$ cat config.mk
export PLATFORM = sky130hd
export DESIGN_NAME = dmaq_regfile
export DESIGN_NICKNAME = d
export VERILOG_FILES = /design/src/rtl/dmaq_pkg.sv /design/src/rtl/dmaq_addr_dec.sv /design/src/rtl/dmaq_err_cnt.sv /design/src/rtl/dmaq_queue.sv /design/src/rtl/dmaq_regfile.sv
export SDC_FILE = /design/constraint.sdc
export NUM_CORES = 2
export LEC_CHECK = 0
export BUFFER_PORTS_ARGS = -buffer_cell sky130_fd_sc_hd__buf_2
export CORE_AREA = 2 2 351 353
export DETAILED_ROUTE_END_ITERATION = 10
export DIE_AREA = 0 0 353 355
export GPL_TIMING_DRIVEN = 0
export PLACE_DENSITY_LB_ADDON = 0.3
export SYNTH_ARGS = -nofsm -noshare
export SYNTH_HDL_FRONTEND = slang
export SYNTH_HIERARCHICAL = 1
export SYNTH_SLANG_ARGS = --single-unit
$ cat constraint.sdc
create_clock -name clk -period 7.61 [get_ports clk]
set_clock_uncertainty 0.2 [all_clocks]
set_input_delay 0.761 -clock clk [delete_from_list [all_inputs] [get_ports clk]]
set_output_delay 0.761 -clock clk [all_outputs]
set_load 0.03 [all_outputs]
$ cat src/rtl/dmaq_pkg.sv
package dmaq_pkg;

    localparam int DW      = 32;
    localparam int STATE_W = 4;
    localparam int NERR    = 3;
    localparam int INT_W   = 1 + NERR;
    localparam int WIN_LSB = 8;

    localparam int CTRL_EN_BIT    = 0;
    localparam int CTRL_PAUSE_BIT = 4;
    localparam int CTRL_RST_BIT   = 0;
    localparam int INT_CMPL_BIT   = 0;
    localparam int INT_ERR_LSB    = 1;

    localparam logic [STATE_W-1:0] ENG_IDLE = 4'h0;
    localparam logic [STATE_W-1:0] ENG_RUN  = 4'h1;

    typedef enum logic [4:0] {
        FLD_NONE,
        FLD_SQB_LO, FLD_SQB_HI, FLD_SQ_DEP, FLD_SQ_TAIL,
        FLD_CQB_LO, FLD_CQB_HI, FLD_CQ_DEP, FLD_CQ_HEAD,
        FLD_CTRL0, FLD_CTRL1, FLD_STATE,
        FLD_ISTS, FLD_IMSK,
        FLD_ERR0, FLD_ERR1, FLD_ERR2
    } fld_e;

    typedef struct packed {
        logic          we;
        fld_e          fld;
        logic [DW-1:0] wdata;
    } wr_req_t;

    function automatic fld_e fld_of(input logic [WIN_LSB-1:0] off);
        fld_e f;
        case (off)
            8'h00:   f = FLD_SQB_LO;
            8'h04:   f = FLD_SQB_HI;
            8'h08:   f = FLD_SQ_DEP;
            8'h0C:   f = FLD_SQ_TAIL;
            8'h10:   f = FLD_CQB_LO;
            8'h14:   f = FLD_CQB_HI;
            8'h18:   f = FLD_CQ_DEP;
            8'h1C:   f = FLD_CQ_HEAD;
            8'h20:   f = FLD_CTRL0;
            8'h24:   f = FLD_CTRL1;
            8'h30:   f = FLD_STATE;
            8'h40:   f = FLD_ISTS;
            8'h44:   f = FLD_IMSK;
            8'h84:   f = FLD_ERR0;
            8'h88:   f = FLD_ERR1;
            8'h8C:   f = FLD_ERR2;
            default: f = FLD_NONE;
        endcase
        return f;
    endfunction

endpackage

$ cat src/rtl/dmaq_addr_dec.sv
module dmaq_addr_dec
    import dmaq_pkg::*;
#(
    parameter int NUM_Q  = 4,
    parameter int ADDR_W = 12,
    localparam int QSEL_W = ADDR_W - WIN_LSB
)(
    input  logic [ADDR_W-1:0] addr,
    output logic              hit,
    output logic [QSEL_W-1:0] qidx,
    output fld_e              fld
);

    fld_e raw_fld;

    always_comb begin
        qidx    = addr[ADDR_W-1:WIN_LSB];
        raw_fld = fld_of(addr[WIN_LSB-1:0]);
        hit     = (raw_fld != FLD_NONE) && (int'(qidx) < NUM_Q);
        fld     = hit ? raw_fld : FLD_NONE;
    end

endmodule

$ cat src/rtl/dmaq_err_cnt.sv
module dmaq_err_cnt #(
    parameter int CNT_W = 16
)(
    input  logic             clk,
    input  logic             rst,
    input  logic             evt,
    input  logic             clr,
    output logic [CNT_W-1:0] cnt
);

    localparam logic [CNT_W-1:0] CNT_MAX = '1;

    always_ff @(posedge clk) begin
        if (rst || clr)
            cnt <= '0;
        else if (evt && cnt != CNT_MAX)
            cnt <= cnt + 1'b1;
    end

    assert_clear_wins_R9: assert property (@(posedge clk) disable iff (rst)
        clr |=> (cnt == '0));

    assert_saturate_R9: assert property (@(posedge clk) disable iff (rst)
        (cnt == CNT_MAX && !clr) |=> (cnt == CNT_MAX));

endmodule

$ cat src/rtl/dmaq_queue.sv
module dmaq_queue
    import dmaq_pkg::*;
#(
    parameter int DEPTH_W = 16,
    parameter int PTR_W   = 16,
    parameter int CNT_W   = 16
)(
    input  logic               clk,
    input  logic               rst,
    input  wr_req_t            wr,
    input  fld_e               rd_fld,
    output logic [DW-1:0]      rd_val,
    input  logic [STATE_W-1:0] eng_state,
    input  logic               cmpl_evt,
    input  logic [NERR-1:0]    err_evt,
    output logic               q_en,
    output logic               q_pause,
    output logic               q_rst,
    output logic [2*DW-1:0]    sq_base,
    output logic [2*DW-1:0]    cq_base,
    output logic [DEPTH_W-1:0] sq_depth,
    output logic [DEPTH_W-1:0] cq_depth,
    output logic [PTR_W-1:0]   sq_tail,
    output logic [PTR_W-1:0]   cq_head,
    output logic               irq
);

    logic [STATE_W-1:0]    st_q;
    logic [INT_W-1:0]      ists_q;
    logic [INT_W-1:0]      imsk_q;
    logic [INT_W-1:0]      ists_set;
    logic [INT_W-1:0]      ists_clr;
    logic [NERR*CNT_W-1:0] cnt_flat;
    logic                  rst_req;

    function automatic logic hit_fld(input wr_req_t w, input fld_e f);
        return w.we && (w.fld == f);
    endfunction

    // configuration words
    always_ff @(posedge clk) begin
        if (rst) begin
            sq_base  <= '0;
            cq_base  <= '0;
            sq_depth <= '0;
            cq_depth <= '0;
            q_en     <= 1'b0;
            q_pause  <= 1'b0;
            imsk_q   <= '1;
        end else begin
            if (hit_fld(wr, FLD_SQB_LO)) sq_base[DW-1:0]    <= wr.wdata;
            if (hit_fld(wr, FLD_SQB_HI)) sq_base[2*DW-1:DW] <= wr.wdata;
            if (hit_fld(wr, FLD_CQB_LO)) cq_base[DW-1:0]    <= wr.wdata;
            if (hit_fld(wr, FLD_CQB_HI)) cq_base[2*DW-1:DW] <= wr.wdata;
            if (hit_fld(wr, FLD_SQ_DEP)) sq_depth <= wr.wdata[DEPTH_W-1:0];
            if (hit_fld(wr, FLD_CQ_DEP)) cq_depth <= wr.wdata[DEPTH_W-1:0];
            if (hit_fld(wr, FLD_CTRL0)) begin
                q_en    <= wr.wdata[CTRL_EN_BIT];
                q_pause <= wr.wdata[CTRL_PAUSE_BIT];
            end
            if (hit_fld(wr, FLD_IMSK)) imsk_q <= wr.wdata[INT_W-1:0];
        end
    end

    // self-clearing reset pulse and the pointers it returns to zero
    assign rst_req = hit_fld(wr, FLD_CTRL1) && wr.wdata[CTRL_RST_BIT];

    always_ff @(posedge clk) begin
        if (rst) q_rst <= 1'b0;
        else     q_rst <= rst_req && !q_rst;
    end

    always_ff @(posedge clk) begin
        if (rst || q_rst) begin
            sq_tail <= '0;
            cq_head <= '0;
        end else begin
            if (hit_fld(wr, FLD_SQ_TAIL)) sq_tail <= wr.wdata[PTR_W-1:0];
            if (hit_fld(wr, FLD_CQ_HEAD)) cq_head <= wr.wdata[PTR_W-1:0];
        end
    end

    always_ff @(posedge clk) begin
        if (rst || q_rst) st_q <= ENG_IDLE;
        else              st_q <= eng_state;
    end

    // interrupt status: new events win over a same-cycle acknowledge
    always_comb begin
        ists_set = '0;
        ists_set[INT_CMPL_BIT] = cmpl_evt;
        ists_set[INT_ERR_LSB +: NERR] = err_evt;
        ists_clr = hit_fld(wr, FLD_ISTS) ? wr.wdata[INT_W-1:0] : '0;
    end

    always_ff @(posedge clk) begin
        if (rst) ists_q <= '0;
        else     ists_q <= (ists_q & ~ists_clr) | ists_set;
    end

    assign irq = |(ists_q & ~imsk_q);

    for (genvar j = 0; j < NERR; j++) begin : g_cnt
        localparam fld_e MY_FLD = (j == 0) ? FLD_ERR0 : (j == 1) ? FLD_ERR1 : FLD_ERR2;
        dmaq_err_cnt #(.CNT_W(CNT_W)) u_cnt (
            .clk (clk),
            .rst (rst),
            .evt (err_evt[j]),
            .clr (hit_fld(wr, MY_FLD) && (wr.wdata == '0)),
            .cnt (cnt_flat[j*CNT_W +: CNT_W])
        );
    end

    always_comb begin
        rd_val = '0;
        case (rd_fld)
            FLD_SQB_LO:  rd_val = sq_base[DW-1:0];
            FLD_SQB_HI:  rd_val = sq_base[2*DW-1:DW];
            FLD_CQB_LO:  rd_val = cq_base[DW-1:0];
            FLD_CQB_HI:  rd_val = cq_base[2*DW-1:DW];
            FLD_SQ_DEP:  rd_val = DW'(sq_depth);
            FLD_CQ_DEP:  rd_val = DW'(cq_depth);
            FLD_SQ_TAIL: rd_val = DW'(sq_tail);
            FLD_CQ_HEAD: rd_val = DW'(cq_head);
            FLD_CTRL0: begin
                rd_val[CTRL_EN_BIT]    = q_en;
                rd_val[CTRL_PAUSE_BIT] = q_pause;
            end
            FLD_CTRL1:   rd_val[CTRL_RST_BIT] = q_rst;
            FLD_STATE:   rd_val = DW'(st_q);
            FLD_ISTS:    rd_val = DW'(ists_q);
            FLD_IMSK:    rd_val = DW'(imsk_q);
            FLD_ERR0:    rd_val = DW'(cnt_flat[0*CNT_W +: CNT_W]);
            FLD_ERR1:    rd_val = DW'(cnt_flat[1*CNT_W +: CNT_W]);
            FLD_ERR2:    rd_val = DW'(cnt_flat[2*CNT_W +: CNT_W]);
            default:     rd_val = '0;
        endcase
    end

    assert_rst_selfclear_R4: assert property (@(posedge clk) disable iff (rst)
        q_rst |=> !q_rst);

    assert_ptr_zero_R5: assert property (@(posedge clk) disable iff (rst)
        q_rst |=> (sq_tail == '0 && cq_head == '0));

    assert_state_idle_R5: assert property (@(posedge clk) disable iff (rst)
        q_rst |=> (st_q == ENG_IDLE));

    assert_event_sets_R7: assert property (@(posedge clk) disable iff (rst)
        cmpl_evt |=> ists_q[INT_CMPL_BIT]);

    assert_w1c_R7: assert property (@(posedge clk) disable iff (rst)
        (hit_fld(wr, FLD_ISTS) && wr.wdata[INT_CMPL_BIT] && !cmpl_evt)
            |=> !ists_q[INT_CMPL_BIT]);

    assert_mask_quiet_R8: assert property (@(posedge clk) disable iff (rst)
        (&imsk_q) |-> !irq);

endmodule

$ cat src/rtl/dmaq_regfile.sv
module dmaq_regfile
    import dmaq_pkg::*;
#(
    parameter int NUM_Q   = 4,
    parameter int ADDR_W  = 12,
    parameter int DEPTH_W = 16,
    parameter int PTR_W   = 16,
    parameter int CNT_W   = 16
)(
    input  logic                       clk,
    input  logic                       rst,
    input  logic                       bus_wr_en,
    input  logic                       bus_rd_en,
    input  logic [ADDR_W-1:0]          bus_addr,
    input  logic [31:0]                bus_wdata,
    output logic [31:0]                bus_rdata,
    input  logic [NUM_Q*4-1:0]         eng_state,
    input  logic [NUM_Q-1:0]           cmpl_evt,
    input  logic [NUM_Q*3-1:0]         err_evt,
    output logic [NUM_Q-1:0]           q_enable,
    output logic [NUM_Q-1:0]           q_pause,
    output logic [NUM_Q-1:0]           q_reset,
    output logic [NUM_Q*64-1:0]        q_sq_base,
    output logic [NUM_Q*64-1:0]        q_cq_base,
    output logic [NUM_Q*DEPTH_W-1:0]   q_sq_depth,
    output logic [NUM_Q*DEPTH_W-1:0]   q_cq_depth,
    output logic [NUM_Q*PTR_W-1:0]     q_sq_tail,
    output logic [NUM_Q*PTR_W-1:0]     q_cq_head,
    output logic [NUM_Q-1:0]           q_irq
);

    localparam int QSEL_W = ADDR_W - WIN_LSB;

    logic              dec_hit;
    logic [QSEL_W-1:0] dec_qidx;
    fld_e              dec_fld;
    logic [DW-1:0]     rd_vals [NUM_Q];
    logic [DW-1:0]     rd_sel;

    dmaq_addr_dec #(.NUM_Q(NUM_Q), .ADDR_W(ADDR_W)) u_dec (
        .addr (bus_addr),
        .hit  (dec_hit),
        .qidx (dec_qidx),
        .fld  (dec_fld)
    );

    for (genvar i = 0; i < NUM_Q; i++) begin : g_q
        wr_req_t wr_i;
        assign wr_i.we    = bus_wr_en && dec_hit && (dec_qidx == QSEL_W'(i));
        assign wr_i.fld   = dec_fld;
        assign wr_i.wdata = bus_wdata;

        dmaq_queue #(.DEPTH_W(DEPTH_W), .PTR_W(PTR_W), .CNT_W(CNT_W)) u_queue (
            .clk       (clk),
            .rst       (rst),
            .wr        (wr_i),
            .rd_fld    (dec_fld),
            .rd_val    (rd_vals[i]),
            .eng_state (eng_state[i*STATE_W +: STATE_W]),
            .cmpl_evt  (cmpl_evt[i]),
            .err_evt   (err_evt[i*NERR +: NERR]),
            .q_en      (q_enable[i]),
            .q_pause   (q_pause[i]),
            .q_rst     (q_reset[i]),
            .sq_base   (q_sq_base[i*2*DW +: 2*DW]),
            .cq_base   (q_cq_base[i*2*DW +: 2*DW]),
            .sq_depth  (q_sq_depth[i*DEPTH_W +: DEPTH_W]),
            .cq_depth  (q_cq_depth[i*DEPTH_W +: DEPTH_W]),
            .sq_tail   (q_sq_tail[i*PTR_W +: PTR_W]),
            .cq_head   (q_cq_head[i*PTR_W +: PTR_W]),
            .irq       (q_irq[i])
        );
    end

    always_comb begin
        rd_sel = '0;
        for (int i = 0; i < NUM_Q; i++)
            if (dec_qidx == QSEL_W'(i)) rd_sel = rd_vals[i];
    end

    always_ff @(posedge clk) begin
        if (rst)                       bus_rdata <= '0;
        else if (bus_rd_en && dec_hit) bus_rdata <= rd_sel;
        else                           bus_rdata <= '0;
    end

    assert_miss_reads_zero_R2: assert property (@(posedge clk) disable iff (rst)
        (bus_rd_en && !dec_hit) |=> (bus_rdata == '0));

    assert_one_reset_R11: assert property (@(posedge clk) disable iff (rst)
        !bus_wr_en |=> (q_reset == '0));

endmodule

======== Yosys cells after proc, flatten, opt, wreduce, memory -nomap -nowiden ========
Cells that the tools add are included.
Widths: inputs -> output; s select.
storage, ports and cells
  register bits ........................... 1052
  bits in latches ......................... 0
  bits in writable memories ............... 0
  memory bits (read-only) ................. 0
  input port bits ......................... 80
  output and inout port bits .............. 816
  word-level logic and storage cells ...... 303
  memories ................................ 0
operators by class
  add/sub/neg operators ................... 12
  multipliers ............................. 0
  div/mod/pow operators ................... 0
  order comparisons ....................... 1
  equal/unequal tests ..................... 46
  shift-type cells ........................ 0
  muxes and demuxes ....................... 26
  bitwise logic cells ..................... 21
  reductions and logical operators ........ 128
operators by type and width
  operator               count
  $pmux 27 s11           4
  $add 16x1->16 const B  12
  $ne 16x16->1 const B   12
  $pmux 3 s14            4
  $mux 32                4
  $logic_and 1x1->1      99
  $pmux 5 s16            1
  $pmux 1 s16            4
  $pmux 1 s12            4
  $eq 5x4->1 const B     8
  $and 4x4->4            8
  $eq 8x5->1 const B     4
  $logic_not 32->1       1
  $not 4->4              8
  $eq 8x6->1 const B     3
  $eq 8x8->1 const B     3
  $eq 5x3->1 const B     4
  $eq 8x4->1 const B     2
  $eq 8x7->1 const B     2
  $logic_or 1x1->1       16
  $mux 4                 4
  $or 4x4->4             4
  $reduce_or 4->1        4
  $eq 5x2->1 const B     2
  other kinds (13)       17

======== Longest topological paths before layout ========
  depth in word-level cells ............... 11
  depth in mapped cells ................... 16
  depth with buffers taken out ............ 14

======== Hierarchy ========
The synthesis kept the hierarchy.
by module, submodules not included
  module                           times used  cells each  area an instance (µm²)  sequential area each (µm²)
  dmaq_queue (g_q[0].u_queue ...)  3           1198        9301.4                  4144.0
  dmaq_err_cnt                     12          95          847.1                   320.3
  dmaq_queue (g_q[3].u_queue)      1           1209        9292.7                  4144.0
  dmaq_regfile                     1           171         1749.2                  640.6
  dmaq_addr_dec                    1           52          335.3                   0.0

======== Worst setup path after synthesis ========
OpenSTA, ideal clock, no wires.
  kind .................................... in2reg
  from .................................... input port bus_addr[1]
  to ...................................... register g_q[0].u_queue.g_cnt[1].u_cnt.cnt[11]
  setup time .............................. 0.070 ns
  data arrival time ....................... 5.387 ns
  data required time ...................... 7.340 ns
  setup slack ............................. 1.953 ns
  stages .................................. 11
  buffers on the path ..................... 3
  cell sequence ........................... or4_4 > or2_4 > nor4_2 > nand2b_2 > nor2_4 > clkbuf_1 > and2_1 > or2_2 > clkbuf_1 > clkbuf_1 > a21oi_1
between the ends
  word-level cells in the longest chain between the ends .. 9
  elaborated cells between the ends (all ways) .. 26
  classes of those cells .................. eq/ne: 16; mux: 2; reduce/logical: 8
RTL lines
  item                                      RTL line             text
  start: declaration                        dmaq_regfile.sv:14   input logic [ADDR_W-1:0] bus_addr,
  $eq 8x8->1, or another cell as far along  dmaq_pkg.sv:35       case (off)
  $pmux 5 s16 (*)                           dmaq_pkg.sv:35
  $reduce_bool 5->1                         dmaq_addr_dec.sv:19  hit = (raw_fld != FLD_NONE) && (int'(qidx) < NUM_Q);
  $logic_and 1x1->1                         dmaq_addr_dec.sv:19
  $mux 5 (*)                                dmaq_addr_dec.sv:20  fld = hit ? raw_fld : FLD_NONE;
  net dec_fld[4]                            dmaq_regfile.sv:36   fld_e dec_fld;
  $eq 5x4->1 (*)                            dmaq_queue.sv:37     return w.we && (w.fld == f);
  $logic_and 1x1->1 (*)                     dmaq_queue.sv:37
  $logic_and 1x1->1 (*)                     dmaq_queue.sv:109    .clr (hit_fld(wr, MY_FLD) && (wr.wdata == '0)),
  $logic_or 1x1->1 (*)                      dmaq_err_cnt.sv:14   if (rst || clr)
  end signal: assignment                    dmaq_err_cnt.sv:17   cnt <= cnt + 1'b1;
  end: declaration                          dmaq_err_cnt.sv:8    output logic [CNT_W-1:0] cnt
The timed path passes the listed nets; every way through them passes the cells marked *.
A chain may end at the register's enable or synchronous reset.

==> flow_summary.toml <==
[route]
top_layer = "met5"
num_vias = 57100
wl_met2_um = 118700
ant_nets = 0
post-route-drc-count = 0
dr_wl_met3_um = 38430
drt-wirelength-per-cell_um = 32.20
drt_iter0_markers = 9352
totalWireLength_um = 287700
wl_met1_um = 108600
dr.pass1.iters = 9
viasPerCell = 6.390

[setup_path]
worst_path_max_delay_cell = "nor4_4"
crit_type = "primary input to flop"
crit_path_frequent_cell = "buf_6"
path_buf_inv = 5
worstSetupEndpointType = "flop"
cp_cell_sequence = "buf_2 > or4_4 > or2_4 > nor4_4 > buf_6 > buf_6 > buf_8 > clkbuf_1 > nor3_1 > nand2_1 > o22ai_1 > a21oi_1 > nand4_1 > mux2i_1 > o22a_1 > nor2_1"
cp.required_ps = 8020
critPathTopFamily = "simple AND/OR/NAND/NOR gates"
critPathArrivalTime_ps = 6040
critPathMaxFanout = 14
setup.worst_path.start_class = "primary input"
cpPeakStageDelay_ps = 830

[min_path]
hold_path_class = "primary input to flop"

[synthesis]
synth_edf_count = 0
synth_fa_ha_area_share_pct = 0.3037
synth_top_family_by_area = "simple AND/OR/NAND/NOR gates"
synth_cells = 6166
avgSynthCellArea_um2 = 8.019
synth-seq-area-share_pct = 42.59
synth_compound_area_share_pct = 20.61
muxShareOfSynthArea_pct = 4.446
ys_seq_elements = 1052
ys.flop_type = "dfxtp_1"
netlist_area_um2 = 49450
synth.net_count = 6258
yosysWarnings = 6
synth.distinct_cells = 83
synthXorXnorAreaFrac_pct = 0.6731
synth-simple-area-share_pct = 26.47
async_reset_ff_share_pct = 0

[cts]
ctsHtreeMaxLevel = 3
cts_buffers = 115
post_cts_resized = 0
clock_latency_ps = 750
clock_sinks = 1052
clkTransAtPathRegs_ps = 60
cts_tree = "yes"
clockRootBuffer = "clkbuf_16"
cts.path.max_buffers = 3

[timing]
hold_viol = 0
layout_min_cycle_time_ps = 5632
finalMaxSlewViolations = 0
rsz0062_at_grt = "false"
period_share_pct = 74.00
maxClockFrequency_mhz = 177.6
maxSlewHeadroom_pct = 3.483
tightest_slew_ps = 1437
setup_viol = 0

[placed_design]
place_area_um2 = 56100
hpwl_um = 221200
dp.cells = 8684
io_buffer_count = 881
place.gp.congestion = 1.056

[finish]
area_growth_pct = 21.98
finalNonFillerCells = 8935
drive_above_1_share_pct = 19.68
nFillCells = 12130
finalCoreUtilization_pct = 49.69
design_area_um2 = 60320
nNetsFinal = 7274

[grt]
grt_overflow = 0
grt_use_total_pct = 43.43
grt_antenna_before_repair = 33
grt_pass1_vias = 50520
grt_pass1_wl_um = 391000
grt_start_max_net_pins = 30

[outcome]
outcome = "completed"

[floorplanning]
dieArea_um2 = 125300
fp.coreArea_um2 = 121400
die_y_um = 355
die_w_um = 353
io_pins = 896
rows = 128
initial_utilization_pct = 40.73

[power]
irDropWorstVdd_v = 0.0001763
power_density_nw_per_um2 = 201.8
p_leak_nw = 23.15
p_total_mw = 12.17

[flow_run]
cap_violations = 0
==> state kept, by name, summed over array words and instances (netlist names) <==
signal,flops
g_q.u_queue/cq_base,256
g_q.u_queue/sq_base,256
g_q.u_queue/g_cnt.u_cnt/cnt,192
g_q.u_queue/cq_depth,64
g_q.u_queue/cq_head,64
g_q.u_queue/sq_depth,64
g_q.u_queue/sq_tail,64
bus_rdata,32
g_q.u_queue/imsk_q,16
g_q.u_queue/ists_q,16
g_q.u_queue/st_q,16
g_q.u_queue/q_en,4
g_q.u_queue/q_pause,4
g_q.u_queue/q_rst,4
==> worst reg2reg max path, stage by stage, from the launching register on <==
cell and delay (ps):
dfxtp_1 330, a22oi_1 300, o2bb2ai_1 200, a221oi_1 330
nand4_1 330, mux2i_1 760, o2bb2ai_1 180, a22o_1 210
==> timing repair <==
item,in CTS,in global routing
hold endpoints to repair,6,0
buffers inserted,0,0
hold buffers,6,0
==> through the flow <==
| stage | TNS (ps) | worst slack, ps | hold WS (ps) |
|---|---|---|---|
| 2_1_floorplan | 0 | 1953 | 263.9 |
| 3_3_place_gp | -1911220 | -3058 | 253.1 |
| 3_5_place_dp | 0 | 1502 | 261.4 |
| 4_1_cts | 0 | 2264 | 0.08205 |
| 5_1_grt | 0 | 1986 | 14.07 |
| 6_report | 0 | 1978 | 27.22 |
==> Yosys cell counts (all sizes together) (7+ instances only) <==
library cell | instances | area [µm²]
nor4 | 53 | 437.9
a31oi | 47 | 294.0
a22o | 57 | 499.2
ha | 12 | 150.1
or4 | 53 | 446.7
mux2 | 7 | 78.83
and2 | 69 | 431.7
nand3b | 14 | 105.1
inv | 38 | 142.6
o22ai | 21 | 131.4
or2 | 20 | 127.6
buf | 189 | 1122
mux2i | 205 | 2052
and3b | 7 | 61.31
o211ai | 9 | 67.56
nand4 | 116 | 980.9
nand3 | 307 | 1536
nor3b | 19 | 158.9
xnor2 | 14 | 122.6
a21oi | 888 | 4444
o41ai | 15 | 221.5
a221oi | 55 | 481.7
and4 | 52 | 455.4
o211a | 15 | 150.1
and3 | 17 | 166.4
nand2 | 1500 | 5630
dfxtp | 1052 | 21060
a211oi | 20 | 150.1
a22oi | 209 | 1569
a32oi | 26 | 227.7
xor2 | 24 | 210.2
or3 | 77 | 481.7
o32ai | 9 | 78.83
a41o | 48 | 480.5
nor2 | 279 | 1197
a222oi | 18 | 180.2
o22a | 14 | 122.6
clkbuf | 306 | 1164
o21ai | 74 | 370.4
o2bb2ai | 24 | 210.2
or3b | 9 | 78.83
nor3 | 53 | 342.8
o31ai | 38 | 285.3
nor2b | 26 | 162.7
nand2b | 29 | 188.9
==> path summary, 6_finish.rpt <==
check	slack [ps]	to	cells past startpoint	start
min reg2reg	270	g_q[0].u_queue/sq_base[52]$_SDFFE_PP0P_	2	g_q[0].u_queue/sq_base[52]$_SDFFE_PP0P_
max reg2reg	4640	bus_rdata[2]$_SDFF_PP0_	7	g_q[2].u_queue/cq_head[2]$_SDFFE_PP0P_
min	30	g_q[2].u_queue/st_q[3]$_SDFF_PP0_	2	eng_state[11]
max	1980	bus_rdata[6]$_SDFF_PP0_	16	bus_addr[1]
==> placed cells by master, fill, tap and decap left out, types with 21 or more instances in the layout <==
cell type / n
a21oi_1: 888
a221oi_1: 55
a22o_1: 57
a22oi_1: 209
a31oi_1: 47
a32oi_1: 26
a41o_1: 48
and2_1: 68
and4_1: 52
buf_2: 1007
buf_4: 22
buf_6: 31
clkbuf_1: 312
clkbuf_16: 116
clkbuf_8: 35
clkinv_2: 21
dfxtp_1: 1052
diode_2: 33
inv_1: 37
mux2i_1: 205
nand2_1: 1500
nand2b_1: 26
nand3_1: 307
nand4_1: 92
nor2_1: 250
nor2b_1: 26
nor3_1: 39
nor4_1: 36
o21ai_0: 74
o2bb2ai_1: 24
o31ai_1: 38
or3_1: 77
or4_1: 40
xor2_1: 24
==> cell families (layout without fill, tap and decap cells) <==
logic type | after synthesis | count (layout)
flops | 1052 | 1052
simple gates | 2705 | 2705
fa+ha+maj | 12 | 12
other cells | 0 | 33
xor+xnor | 38 | 38
compound gates | 1611 | 1611
buf+inv | 533 | 1644
mux | 215 | 215
==> power breakdown <==
part	internal, mW	total (mW)	switching (mW)
sequential	5.53	5.56	0.0348
clock	3.57	6.10	2.52
combinational	0.0936	0.512	0.418
total	9.20	12.2	2.98
==> area by class of cell <==
| cell class | count | area (µm²) | area share [%] |
|---|---|---|---|
| plain buffers | 495 | 2286 | 3.790 |
| repair buffers | 899 | 4629 | 7.675 |
| multi-input cells | 4581 | 26000 | 43.11 |
| clock buffers | 169 | 3452 | 5.723 |
| well taps | 1625 | 2033 | 3.371 |
| clock inverters | 43 | 625.6 | 1.037 |
| flip-flops and latches | 1052 | 21060 | 34.92 |
| inverters | 38 | 142.6 | 0.2365 |
| diodes | 33 | 82.58 | 0.1369 |
==> metal layers <==
metal	vias up	global-route usage [%]
met5	-	0
met4	16	27.86
met3	1007	13.74
met2	4358	62.62
met1	27540	55.91
li1	24170	-
Power figures use the tool's default switching activity.
